File: config.mk
export PLATFORM = sky130hd
export DESIGN_NAME = db_conv
export DESIGN_NICKNAME = d
export VERILOG_FILES = /design/src/rtl/db_conv_pkg.sv /design/src/rtl/db_lod.sv /design/src/rtl/db_lut.sv /design/src/rtl/db_sum.sv /design/src/rtl/db_conv.sv
export SDC_FILE = /design/constraint.sdc
export NUM_CORES = 1
export LEC_CHECK = 0
export BUFFER_PORTS_ARGS = -buffer_cell sky130_fd_sc_hd__buf_4
export CORE_AREA = 2 2 99 101
export CTS_BUF_LIST = sky130_fd_sc_hd__clkbuf_4
export DETAILED_ROUTE_END_ITERATION = 10
export DIE_AREA = 0 0 101 103
export PLACE_DENSITY = 0.58
export SYNTH_ARGS = -nofsm -noshare
export SYNTH_HDL_FRONTEND = slang
export SYNTH_SLANG_ARGS = --single-unit
File: constraint.sdc
create_clock -name clk_i -period 6.61 [get_ports clk_i]
set_input_delay 0.3305 -clock clk_i [delete_from_list [all_inputs] [get_ports clk_i]]
set_output_delay 0.3305 -clock clk_i [all_outputs]
set_load 0.1 [all_outputs]
File: src/rtl/db_conv_pkg.sv
package db_conv_pkg;
  // Bin-centre entry: 20*log10(1 + (idx+0.5)/2^addr_w), scaled by 2^frac
  function automatic int lut_entry(int idx, int addr_w, int frac);
    real f;
    f = (real'(idx) + 0.5) / real'(1 << addr_w);
    return int'($floor(20.0 * $log10(1.0 + f) * real'(1 << frac) + 0.5));
  endfunction

  function automatic int oct_const(int frac);
    return int'($floor(20.0 * $log10(2.0) * real'(1 << frac) + 0.5));
  endfunction
endpackage

File: src/rtl/db_lod.sv
module db_lod #(
  parameter int IN_W   = 24,
  parameter int ADDR_W = 4,
  parameter int PW     = 5
) (
  input  logic              clk_i,
  input  logic              rst_ni,
  input  logic              vld_i,
  input  logic [IN_W-1:0]   mag_i,
  output logic              vld_o,
  output logic              zero_o,
  output logic [PW-1:0]     pos_o,
  output logic [ADDR_W-1:0] mant_o
);
  logic [PW-1:0]   pos_c;
  logic [IN_W-1:0] norm_c;

  always_comb begin
    pos_c = '0;
    for (int i = 0; i < IN_W; i++)
      if (mag_i[i]) pos_c = PW'(i);
    norm_c = mag_i << (PW'(IN_W - 1) - pos_c);
  end

  always_ff @(posedge clk_i or negedge rst_ni) begin
    if (!rst_ni) begin
      vld_o  <= 1'b0;
      zero_o <= 1'b0;
      pos_o  <= '0;
      mant_o <= '0;
    end else begin
      vld_o  <= vld_i;
      zero_o <= (mag_i == '0);
      pos_o  <= pos_c;
      mant_o <= norm_c[IN_W-2 -: ADDR_W];  // implied leading one dropped
    end
  end

  p_lead_one_r2: assert property (@(posedge clk_i) disable iff (!rst_ni)
    (vld_i && (mag_i != '0)) |=> (($past(mag_i) >> pos_o) == IN_W'(1)));
endmodule

File: src/rtl/db_lut.sv
module db_lut #(
  parameter int ADDR_W = 4,
  parameter int FRAC_I = 12,
  parameter int PW     = 5,
  parameter int LUT_W  = 15
) (
  input  logic              clk_i,
  input  logic              rst_ni,
  input  logic              vld_i,
  input  logic              zero_i,
  input  logic [PW-1:0]     pos_i,
  input  logic [ADDR_W-1:0] mant_i,
  output logic              vld_o,
  output logic              zero_o,
  output logic [PW-1:0]     pos_o,
  output logic [LUT_W-1:0]  lut_o
);
  localparam int DEPTH = 1 << ADDR_W;
  localparam int OCT_K = db_conv_pkg::oct_const(FRAC_I);

  logic [LUT_W-1:0] tab [DEPTH];

  for (genvar g = 0; g < DEPTH; g++) begin : g_tab
    assign tab[g] = LUT_W'(db_conv_pkg::lut_entry(g, ADDR_W, FRAC_I));
  end

  always_ff @(posedge clk_i or negedge rst_ni) begin
    if (!rst_ni) begin
      vld_o  <= 1'b0;
      zero_o <= 1'b0;
      pos_o  <= '0;
      lut_o  <= '0;
    end else begin
      vld_o  <= vld_i;
      zero_o <= zero_i;
      pos_o  <= pos_i;
      lut_o  <= tab[mant_i];
    end
  end

  // fractional term must stay below one octave
  p_lut_sub_octave_r1: assert property (@(posedge clk_i) disable iff (!rst_ni)
    vld_o |-> (int'(lut_o) < OCT_K));
endmodule

File: src/rtl/db_sum.sv
module db_sum #(
  parameter int IN_W   = 24,
  parameter int PW     = 5,
  parameter int LUT_W  = 15,
  parameter int FRAC_I = 12,
  parameter int GUARD  = 8,
  parameter int OUT_W  = 12
) (
  input  logic             clk_i,
  input  logic             rst_ni,
  input  logic             vld_i,
  input  logic             zero_i,
  input  logic [PW-1:0]    pos_i,
  input  logic [LUT_W-1:0] lut_i,
  output logic             vld_o,
  output logic             zero_o,
  output logic [OUT_W-1:0] db_o
);
  localparam int SUM_W  = OUT_W + GUARD + 1;
  localparam int OCT_K  = db_conv_pkg::oct_const(FRAC_I);
  localparam int MAX_DB = (IN_W * OCT_K) >> GUARD;

  logic [SUM_W-1:0] sum_c;
  logic [SUM_W-1:0] rnd_c;

  always_comb begin
    sum_c = SUM_W'(pos_i) * SUM_W'(OCT_K) + SUM_W'(lut_i);
    rnd_c = (sum_c + SUM_W'(1 << (GUARD - 1))) >> GUARD;  // single rounding
  end

  always_ff @(posedge clk_i or negedge rst_ni) begin
    if (!rst_ni) begin
      vld_o  <= 1'b0;
      zero_o <= 1'b0;
      db_o   <= '0;
    end else begin
      vld_o  <= vld_i;
      zero_o <= zero_i;
      db_o   <= zero_i ? '0 : rnd_c[OUT_W-1:0];
    end
  end

  p_valid_pipe_r5: assert property (@(posedge clk_i) disable iff (!rst_ni)
    vld_o == $past(vld_i));
  p_zero_code_r4: assert property (@(posedge clk_i) disable iff (!rst_ni)
    (vld_o && zero_o) |-> (db_o == '0));
  p_range_r7: assert property (@(posedge clk_i) disable iff (!rst_ni)
    vld_o |-> (int'(db_o) <= MAX_DB));
  p_reset_idle_r6: assert property (@(posedge clk_i)
    !rst_ni |-> !vld_o);
endmodule

File: src/rtl/db_conv.sv
module db_conv #(
  parameter int IN_W   = 24,
  parameter int ADDR_W = 4,
  parameter int INT_W  = 8,
  parameter int FRAC_W = 4,
  parameter int GUARD  = 8
) (
  input  logic                     clk_i,
  input  logic                     rst_ni,
  input  logic                     in_valid_i,
  input  logic [IN_W-1:0]          mag_i,
  output logic                     out_valid_o,
  output logic [INT_W+FRAC_W-1:0]  db_o,
  output logic                     zero_o
);
  localparam int OUT_W  = INT_W + FRAC_W;
  localparam int FRAC_I = FRAC_W + GUARD;
  localparam int PW     = $clog2(IN_W);
  localparam int LUT_W  = FRAC_I + 3;  // entries < 6.03 dB

  logic              s1_vld, s1_zero;
  logic [PW-1:0]     s1_pos;
  logic [ADDR_W-1:0] s1_mant;
  logic              s2_vld, s2_zero;
  logic [PW-1:0]     s2_pos;
  logic [LUT_W-1:0]  s2_lut;

  db_lod #(.IN_W(IN_W), .ADDR_W(ADDR_W), .PW(PW)) u_lod (
    .clk_i, .rst_ni, .vld_i(in_valid_i), .mag_i,
    .vld_o(s1_vld), .zero_o(s1_zero), .pos_o(s1_pos), .mant_o(s1_mant)
  );

  db_lut #(.ADDR_W(ADDR_W), .FRAC_I(FRAC_I), .PW(PW), .LUT_W(LUT_W)) u_lut (
    .clk_i, .rst_ni, .vld_i(s1_vld), .zero_i(s1_zero), .pos_i(s1_pos), .mant_i(s1_mant),
    .vld_o(s2_vld), .zero_o(s2_zero), .pos_o(s2_pos), .lut_o(s2_lut)
  );

  db_sum #(.IN_W(IN_W), .PW(PW), .LUT_W(LUT_W), .FRAC_I(FRAC_I),
           .GUARD(GUARD), .OUT_W(OUT_W)) u_sum (
    .clk_i, .rst_ni, .vld_i(s2_vld), .zero_i(s2_zero), .pos_i(s2_pos), .lut_i(s2_lut),
    .vld_o(out_valid_o), .zero_o, .db_o
  );
endmodule

==> results of run 1 <==
cell families (layout without fill, tap and decap cells):
group,count (synthesis),count (layout)
compound gates,89,89
xor+xnor,18,18
fa+ha+maj,54,54
buf+inv,37,74
flops,45,45
mux,23,23
other cells,0,1
simple gates,131,131
path summary, 6_finish.rpt:
kind                       slack (ns)        endpoint  cells after the start      startpoint
max                              2.29   u_sum.db_o[9]                     18  u_lut.pos_o[4]
min                              0.08     u_lod.vld_o                      1      in_valid_i
max reg2reg                      2.29   u_sum.db_o[9]                     18  u_lut.pos_o[4]
min reg2reg                      0.36  u_lut.pos_o[2]                      0  u_lod.pos_o[2]
max in group asynchronous        5.76  u_lut.lut_o[5]                      2          rst_ni
min in group asynchronous        0.46   u_sum.db_o[0]                      2          rst_ni
flip-flops by register name (all words and copies together) (netlist names):
name,count
u_lod.pos_o,5
u_sum.zero_o,1
u_lod.zero_o,1
u_lod.vld_o,1
u_sum.db_o,12
u_lut.pos_o,5
u_lut.zero_o,1
u_lut.lut_o,13
u_lod.mant_o,4
u_sum.vld_o,1
u_lut.vld_o,1
Yosys cell counts (3+ instances only):
| cell | number |
|---|---|
| a311oi_1 | 4 |
| buf_2 | 3 |
| ha_1 | 52 |
| a21oi_1 | 18 |
| nor4_1 | 4 |
| and3_1 | 7 |
| a31oi_1 | 5 |
| nand2b_1 | 4 |
| o21ai_0 | 25 |
| or3_1 | 4 |
| xnor2_1 | 9 |
| inv_1 | 24 |
| a221oi_1 | 3 |
| nand2_1 | 29 |
| dfrtp_1 | 45 |
| xor2_1 | 9 |
| a211oi_1 | 6 |
| o31ai_1 | 3 |
| nor2b_1 | 3 |
| clkbuf_1 | 6 |
| nor3_1 | 11 |
| nand3_1 | 13 |
| buf_6 | 3 |
| and2_1 | 3 |
| mux2i_1 | 21 |
| o211ai_1 | 6 |
| nor2_1 | 42 |
routing by layer:
metal  up-vias  share of wire, %  track usage (%)  routed length (um)
li1       1499                 -                -                   -
met1      1430                47             20.0                3610
met2        41                50             27.4                3800
met3         5               2.0             2.44                 156
met4         0               1.2             4.99                  95
met5         -                 0                0                   0
stage by stage:
stage	area (um^2)	util (%)	hold WS [ns]	setup WS [ns]
global route	4060	42.9	0.0309	1.97
global placement	3990	42.2	0.333	2.54
detailed placement	3990	42.2	0.335	2.34
CTS	4060	42.9	0.0525	2.29
floorplan	3620	-	0.0349	2.81
finish	4060	42.9	0.0793	2.29
critical path, stage by stage (launching register included):
cell and delay [ns]:
dfrtp_1 0.44, ha_1 0.31, inv_1 0.06, fa_1 0.50, inv_1 0.06, ha_1 0.21
a21oi_1 0.16, nor2_1 0.08, and2_1 0.16, o21ai_0 0.21, xnor2_1 0.15, ha_1 0.25
ha_1 0.31, and3_1 0.14, nand3_1 0.13, a311oi_1 0.59, o21ai_0 0.24, xor2_1 0.18
nor2_1 0.09
report_power, final:
part           leakage (nW)  switching (mW)  internal [mW]
logic                  1.35           0.432          0.195
clock network        0.0279          0.0878         0.0457
registers             0.524          0.0269          0.329
area by class of cell:
cell class              count  area, um^2
inverters                  25        98.8
diodes                      1        2.50
clock inverters             2        15.0
multi-input cells         315        2320
fillers                   954        5400
well taps                 114         143
repair buffers             41         310
clock buffers               6        45.0
flip-flops and latches     45        1130
placed cells by master, fill, tap and decap left out, drive strengths merged, types with 4 or more instances in the layout:
cell    synthesis  layout
mux2i          21      21
a21oi          18      18
nand3          13      13
a311oi          4       4
xor2            9       9
ha             52      52
a31oi           6       6
dfrtp          45      45
o211ai          6       6
inv            24      24
o21ai          26      26
or3             4       4
clkbuf          6       6
nand2          29      29
buf             6      40
xnor2           9       9
and3            7       7
nand2b          4       4
nor4            4       4
nor3           11      11
nor2           43      43
a211oi          6       6
repair_timing:
item | in CTS | in global routing
hold buffers | 1 | 0
hold endpoints to repair | 45 | 0
endpoints found under the setup margin | 0 | 0
==> flow_summary.yaml, run 1 <==
placed_design:
  dp_hpwl_um: 6010
  dp_cells: 539
  io_buffer_count: 40
  gp_congestion: 0.820
synth:
  synth_area_per_cell_um2: 9.11
  synth-compound-area-share_pct: 16.6
  yosysSeqAreaShare_pct: 31.1
  synth_top_family_by_area: "adder cells"
  yosys.area.top_type: "dfrtp_1"
  synth_async_sr_flop_share_pct: 100
  syn_area_um2: 3620
  synth-xor-area-share_pct: 4.36
  syn_nets: 478
  ys_ff_latch: 45
  synthMuxAreaShare_pct: 6.43
  ys.flop_type: "dfrtp_1"
  synth-simple-area-share_pct: 17.7
  synthCells: 397
  yosysWarnings: 0
  synth_edf_count: 0
  yosysTopAreaCellShare_pct: 31.1
  netlist-cell-type-count: 55
  synth_fa_ha_area_share_pct: 19.1
  synthTopCellsByArea: "dfrtp_1 (31%), ha_1 (18%), mux2i_1 (5.8%)"
worst_setup_path:
  worstPathMaxFanout: 5
  cp-start-kind: "register"
  crit_type: "register to register"
  required_ns: 6.91
  critPathCaptureType: "register"
  arrival_ns: 4.62
timing:
  skew_ns: 0.00823
  finalSetupViolations: 0
  worst_pin_slew_ns: 0.701
  max_slew_margin_pct: 52.8
  min_period_ns: 4.32
  hold_viol_final: 0
  rsz0062_at_grt: "false"
  maxSlewViolCount: 0
  tns_ns: 0
  fin_crit_sh_pct: 65.3
  clock.fmax_ghz: 0.232
global_route:
  gr-total-overflow: 0
  grt_pass1_vias: 2805
  grt_usage_pct: 15.7
  grt_pass1_wl_um: 13000
  antenna_found_initial: 1
  grt_max_degree: 46
final_layout:
  area_growth_syn_to_layout_pct: 12.3
  final_nets: 514
  layout-drive-gt1-share_pct: 13.8
  fin_cells: 549
clocking:
  clk_pin_slew_worst_paths_ns: 0.13
  cts_buffer_depth: 2
  clk_root_buffer_cell: "clkbuf_4"
  cts_buffers: 5
  cts_setup_buffers: 0
  clkLatencyLatePin_ns: 0.36
  htreeDepth: 2
  cts_resized: 0
  cts.sinks: 45
  cts_tree: "yes"
status:
  status: "finished, final reports clean"
detailed_routing:
  ant_nets: 0
  vias_per_cell: 5.42
  wire_per_inst_um: 14.0
  wl_um: 7660
  vias: 2975
  initialDrtViolationCount: 91
  dr.pass1.iters: 4
  drc_errors: 0
die:
  dieArea_um2: 10400
  placementRows: 36
  fp.dieH_um: 103
  start_util_pct: 38.2
  core_um2: 9460
  die_x_um: 101
  num_io_pins: 41
flow_run:
  timing.max_cap.violations: 0
pwr:
  p_leak_nw: 1.90
  ir_worst_vdd_v: 0.000162
  powerDensity_nw_per_um2: 275
  total_power_mw: 1.12
worst_hold_path:
  hold_class: "input pin to register"
Note: power is estimated with default switching activity, not from simulation.
==> inputs of run 2 (changes only) <==
ABC_AREA = 1   (was not set)
CORE_AREA = 2 2 100 102   (was 2 2 99 101)
DIE_AREA = 0 0 102 104   (was 0 0 101 103)
PLACE_DENSITY = 0.6   (was 0.58)
clock period = 3.82 ns   (was 6.61 ns; I/O delays follow)
==> flow_summary.yaml, run 2 <==
timing:
  skew_ns: 0.00753
  rsz0062_at_grt: "true"
  max_slew_margin_pct: 51.0
  finalSetupViolations: 0
  worst_pin_slew_ns: 0.734
  fin_ws_ns: 0.107
  hold_slack_ns: 0.130
  fin_crit_sh_pct: 97.2
  tns_ns: 0
  hold_viol_final: 0
  clock.fmax_ghz: 0.269
  maxSlewViolCount: 0
  min_period_ns: 3.71
die:
  core_um2: 9550
  die_x_um: 102
  placementRows: 36
  num_io_pins: 41
  fp.dieH_um: 104
  start_util_pct: 38.8
  dieArea_um2: 10600
final_layout:
  fillers: 933
  final_cell_mix: "nand2_1 (108), nand3_1 (91), inv_1 (62)"
  final_common_cell: "nand2_1"
  num_antenna_cells: 0
  fin_area_um2: 4500
  final_nets: 640
  largest_register_ffs: 13
  postLayoutCoreUtil_pct: 47.1
  top_regs: "u_lut.lut_o (13), u_sum.db_o (12)"
  top_register: "u_lut.lut_o"
  layout-drive-gt1-share_pct: 18.2
  area_growth_syn_to_layout_pct: 21.6
  fin_cells: 693
pwr:
  internal_power_mw: 1.08
  p_leak_nw: 2.29
  power_switching_mw: 1.05
  powerDensity_nw_per_um2: 472
  switching_share_pct: 49.3
  ir_worst_vdd_v: 0.000423
  total_power_mw: 2.12
  pwr-share-seq_pct: 28.9
  clkPwrFrac_pct: 10.8
  p_comb_share_pct: 60.3
worst_setup_path:
  critical-path-top-delay-family: "adder cells"
  crit_type: "register to register"
  cpPeakStageDelay_ns: 0.49
  r2r-end: "u_sum.db_o[6]"
  cp-start-kind: "register"
  path_cells: "ha_4, inv_2, fa_1, inv_2, ha_4, buf_6, xnor2_2, ha_1, inv_2, ha_4, a21oi_4, nor2_2, nor2_1, nor2_1, o21a_1, nor2_1, nor2_1, o21ai_1, nand2_1, nand2_1, nand2_1, xnor2_1, nor2_1"
  critPathBufInv: 4
  required_ns: 4.06
  critPathCaptureType: "register"
  path_common_cell: "nor2_1"
  r2r_start: "u_lut.pos_o[2]"
  r2r_setup_slack_ns: 0.11
  r2r_cells: 23
  crit_path_top_delay_cell: "fa_1"
  arrival_ns: 3.95
  worstPathMaxFanout: 3
synth:
  yosysSeqAreaShare_pct: 30.4
  ys_top_cells_by_count: "nand2_1 (110), nand3_1 (92), inv_1 (67)"
  synth_area_per_cell_um2: 7.32
  ys_ff_latch: 45
  netlist-cell-type-count: 35
  synthTopCellsByArea: "dfrtp_1 (30%), ha_1 (18%), nand3_1 (12%)"
  yosysWarnings: 0
  synth_edf_count: 0
  syn_nets: 587
  synth_async_sr_flop_share_pct: 100
  ys.flop_type: "dfrtp_1"
  yosysMostFrequentCell: "nand2_1"
  yosys.area.top_type: "dfrtp_1"
  syn_area_um2: 3700
  synthCells: 506
  yosysTopAreaCellShare_pct: 30.4
detailed_routing:
  met1_length_um: 3670
  route.met2.wl_um: 4000
  vias: 3453
  drc_errors: 0
  dr.pass1.iters: 5
  wl_um: 8290
  initialDrtViolationCount: 198
  ant_nets: 0
  dr_wl_met3_um: 395
  highest_layer: "met4"
  vias_per_cell: 4.98
  wire_per_inst_um: 12.0
clocking:
  clkLatencyLatePin_ns: 0.36
  cts_tree: "yes"
  cts_buffers: 5
  cts.sinks: 45
  clk_root_buffer_cell: "clkbuf_4"
  htreeDepth: 2
  cts_buffer_depth: 2
  clk_pin_slew_worst_paths_ns: 0.13
global_route:
  grt_pass1_wl_um: 13700
  antenna_found_initial: 0
  gr-total-overflow: 0
  grt_max_degree: 46
  grt_pass1_vias: 3153
  grt_usage_pct: 15.6
placed_design:
  dp_slack_ns: 0.00156
  dp_cells: 677
  io_buffer_count: 40
  dp_hpwl_um: 6270
  postPlaceCellArea_um2: 4180
  gp_congestion: 0.901
status:
  status: "finished, final reports clean"
worst_hold_path:
  hold_class: "input pin to register"
  holdPathStages: 4
  holdCritStartpoint: "mag_i[1]"
  hold_path_end: "u_lod.zero_o"
flow_run:
  timing.max_cap.violations: 0
==> run 2: cell count changes in the layout (fill, tap and decap cells not counted), sizes merged, moves of 6 or more <==
cell | previous run | this run
buf | 40 | 59
inv | 24 | 70
mux2i | 21 | 0
nand2 | 29 | 114
nand3 | 13 | 92
nor2 | 43 | 37
o21ai | 26 | 17
==> run 2: cell families after synthesis <==
logic type	count (synthesis)	share of synthesized area, %
compound gates	45	7.03
fa+ha+maj	54	18.7
flops	45	30.4
buf+inv	85	9.36
simple gates	265	31.7
xor+xnor	12	2.84
==> run 2: how the worst max path moves through the flow <==
stage,startpoint,to,slack [ns],cells past startpoint
2_1_floorplan,u_lut.pos_o[2],u_sum.db_o[6],0.16,22
3_3_place_gp,u_lut.pos_o[2],u_sum.db_o[6],0.06,22
3_5_place_dp,u_lut.pos_o[2],u_sum.db_o[6],0.002,22
4_1_cts,u_lut.pos_o[2],u_sum.db_o[6],0.04,22
5_1_grt,u_lut.pos_o[4],u_sum.db_o[6],-0.14,23
6_report,u_lut.pos_o[2],u_sum.db_o[6],0.11,23
==> run 2: power by group through the flow <==
stage	clock network, mW	logic (mW)	registers (mW)
after floorplan	0	0.459	1.00
after global placement	0	1.11	0.621
after detailed placement	0	1.12	0.619
after CTS	0.238	1.13	0.609
after global routing	0.264	1.39	0.625
final	0.229	1.28	0.614
==> run 2: cell type report <==
| class | instances | area (um^2) | share of cell area (%) |
|---|---|---|---|
| Clock buffer | 5 | 37.5 | 0.834 |
| Clock inverter | 3 | 21.3 | 0.473 |
| Inverter | 70 | 263 | 5.84 |
| Multi-Input combinational cell | 376 | 2420 | 53.7 |
| Sequential cell | 45 | 1130 | 25.1 |
| Tap cell | 133 | 166 | 3.70 |
| Timing Repair Buffer | 61 | 467 | 10.4 |
==> run 2: layer usage <==
| layer | vias to the layer above | global-route usage, % |
|---|---|---|
| met3 | 20 | 2.55 |
| met4 | 0 | 4.76 |
| met2 | 107 | 25.7 |
| met1 | 1553 | 20.8 |
| met5 | - | 0 |
| li1 | 1773 | - |
==> run 2: timing repair <==
action | 4_1_cts | 5_1_grt
gates resized for setup | 1 | 32
buffers inserted | 0 | 6
endpoints found under the hold margin | 46 | 0
pin swaps | 0 | 18
endpoints found under the setup margin | 1 | 8
hold buffers | 2 | 0
==> run 2: tightest hold or removal path, stage by stage <==
cell and delay (ns):
buf_4 0.09, inv_1 0.06, nand4_1 0.08, nor2_1 0.05
==> inputs of run 3 (changes only) <==
ABC_AREA = 0   (was 1)
CORE_AREA = 2 2 99 101   (was 2 2 100 102)
DIE_AREA = 0 0 101 103   (was 0 0 102 104)
==> flow_summary.yaml, run 3 (same netlist as run 1, synthesis figures left out) <==
status:
  status: "finished, violations left"
  violations: "negative setup slack"
worst_setup_path:
  crit_path_top_delay_cell: "fa_1"
  arrival_ns: 4.11
  r2r_start: "u_lut.pos_o[2]"
  worstPathMaxFanout: 5
  path_cells: "ha_4, inv_2, fa_1, inv_2, ha_4, a21oi_2, nor2_1, buf_4, xor2_2, ha_1, ha_2, or3_4, a31o_4, nand3_4, a311oi_4, or3_1, and3b_1"
  cp-start-kind: "register"
  cpPeakStageDelay_ns: 0.49
  critPathCaptureType: "register"
  r2r-end: "u_sum.db_o[8]"
  crit_type: "register to register"
  r2r_setup_slack_ns: -0.03
  r2r_cells: 17
  required_ns: 4.08
  critical-path-top-delay-family: "adder cells"
  critPathBufInv: 3
final_layout:
  final_nets: 534
  fin_area_um2: 4380
  final_common_cell: "buf_4"
  final_cell_mix: "buf_4 (59), ha_1 (46), dfrtp_1 (44)"
  top_regs: "u_lut.lut_o (13), u_sum.db_o (12)"
  area_growth_syn_to_layout_pct: 21.1
  layout-drive-gt1-share_pct: 21.1
  largest_register_ffs: 13
  top_register: "u_lut.lut_o"
detailed_routing:
  vias_per_cell: 5.30
  met1_length_um: 3510
  wl_um: 7820
  drc_errors: 0
  initialDrtViolationCount: 112
  highest_layer: "met4"
  wire_per_inst_um: 13.7
  route.met2.wl_um: 3930
  dr_wl_met3_um: 248
  ant_nets: 0
  vias: 3016
  dr.pass1.iters: 4
flow_run:
  timing.max_cap.violations: 0
die:
  core_um2: 9460
  fp.dieH_um: 103
  placementRows: 36
  dieArea_um2: 10400
  die_x_um: 101
  start_util_pct: 38.2
  num_io_pins: 41
clocking:
  clk_root_buffer_cell: "clkbuf_4"
  cts_tree: "yes"
  htreeDepth: 2
  cts_buffers: 5
  clkLatencyLatePin_ns: 0.36
  cts.sinks: 45
  cts_buffer_depth: 2
  clk_pin_slew_worst_paths_ns: 0.14
worst_hold_path:
  holdCritStartpoint: "mag_i[0]"
  holdPathStages: 3
  hold_path_end: "u_lod.zero_o"
  hold_class: "input pin to register"
global_route:
  antenna_found_initial: 1
  grt_pass1_vias: 2823
  grt_pass1_wl_um: 12600
  grt_usage_pct: 15.0
  grt_max_degree: 46
  gr-total-overflow: 0
placed_design:
  gp_congestion: 0.843
  dp_hpwl_um: 5950
  postPlaceCellArea_um2: 4120
  io_buffer_count: 40
  dp_slack_ns: -0.273
timing:
  worst_pin_slew_ns: 0.732
  fin_crit_sh_pct: 101
  maxSlewViolCount: 0
  max_slew_margin_pct: 50.7
  rsz0062_at_grt: "true"
  finalSetupViolations: 1
  skew_ns: 0.0150
  clock.fmax_ghz: 0.260
  hold_slack_ns: 0.179
  min_period_ns: 3.85
  tns_ns: -0.0268
  hold_viol_final: 0
  fin_ws_ns: -0.0268
pwr:
  powerDensity_nw_per_um2: 493
  p_leak_nw: 2.02
  ir_worst_vdd_v: 0.000456
  total_power_mw: 2.16
run 3: what timing repair did:
action | in CTS | in global routing
endpoints found under the hold margin | 46 | 0
setup endpoints to repair | 5 | 7
hold buffers | 2 | 0
pin swaps | 6 | 11
resized for setup | 13 | 12
buffers inserted | 0 | 2
run 3: stage by stage:
step / utilization (%) / std cells
2_1_floorplan: - / 397
3_3_place_gp: 43.5 / 556
3_5_place_dp: 43.5 / 556
4_1_cts: 45.6 / 566
5_1_grt: 46.3 / 569
6_report: 46.3 / 569
run 3: how the worst max path moves through the flow:
stage / from / end / depth (start not counted)
after global placement: u_lut.pos_o[2] / u_sum.db_o[9] / 18
after CTS: u_lut.pos_o[2] / u_sum.db_o[11] / 18
after global routing: u_lut.pos_o[2] / u_sum.db_o[8] / 17
after detailed placement: u_lut.pos_o[2] / u_sum.db_o[9] / 18
after floorplan: u_lut.pos_o[2] / u_sum.db_o[9] / 18
final: u_lut.pos_o[2] / u_sum.db_o[8] / 17
run 3: worst min-delay path, cell delays in order:
cell and delay (ns):
buf_4 0.09, nor2_1 0.03, and4_1 0.19
run 3: power by group:
group          internal [mW]  switching (mW)
Clock                  0.143           0.164
Combinational          0.436           0.804
Sequential             0.570          0.0454
run 3: cell type report:
| cell class | instances | area (um^2) |
|---|---|---|
| antenna | 1 | 2.50 |
| clock buffer | 5 | 37.5 |
| clock inverter | 3 | 47.5 |
| fill | 897 | 5080 |
| inverter | 25 | 98.8 |
| multi-input combinational | 315 | 2460 |
| sequential | 45 | 1130 |
| tap | 114 | 143 |
| timing repair buffer | 61 | 463 |
run 3: per-layer routing:
metal,GRT usage (%),vias up
li1,-,1542
met1,19.0,1404
met2,26.3,62
met3,1.63,8
met4,5.61,0
met5,0,-
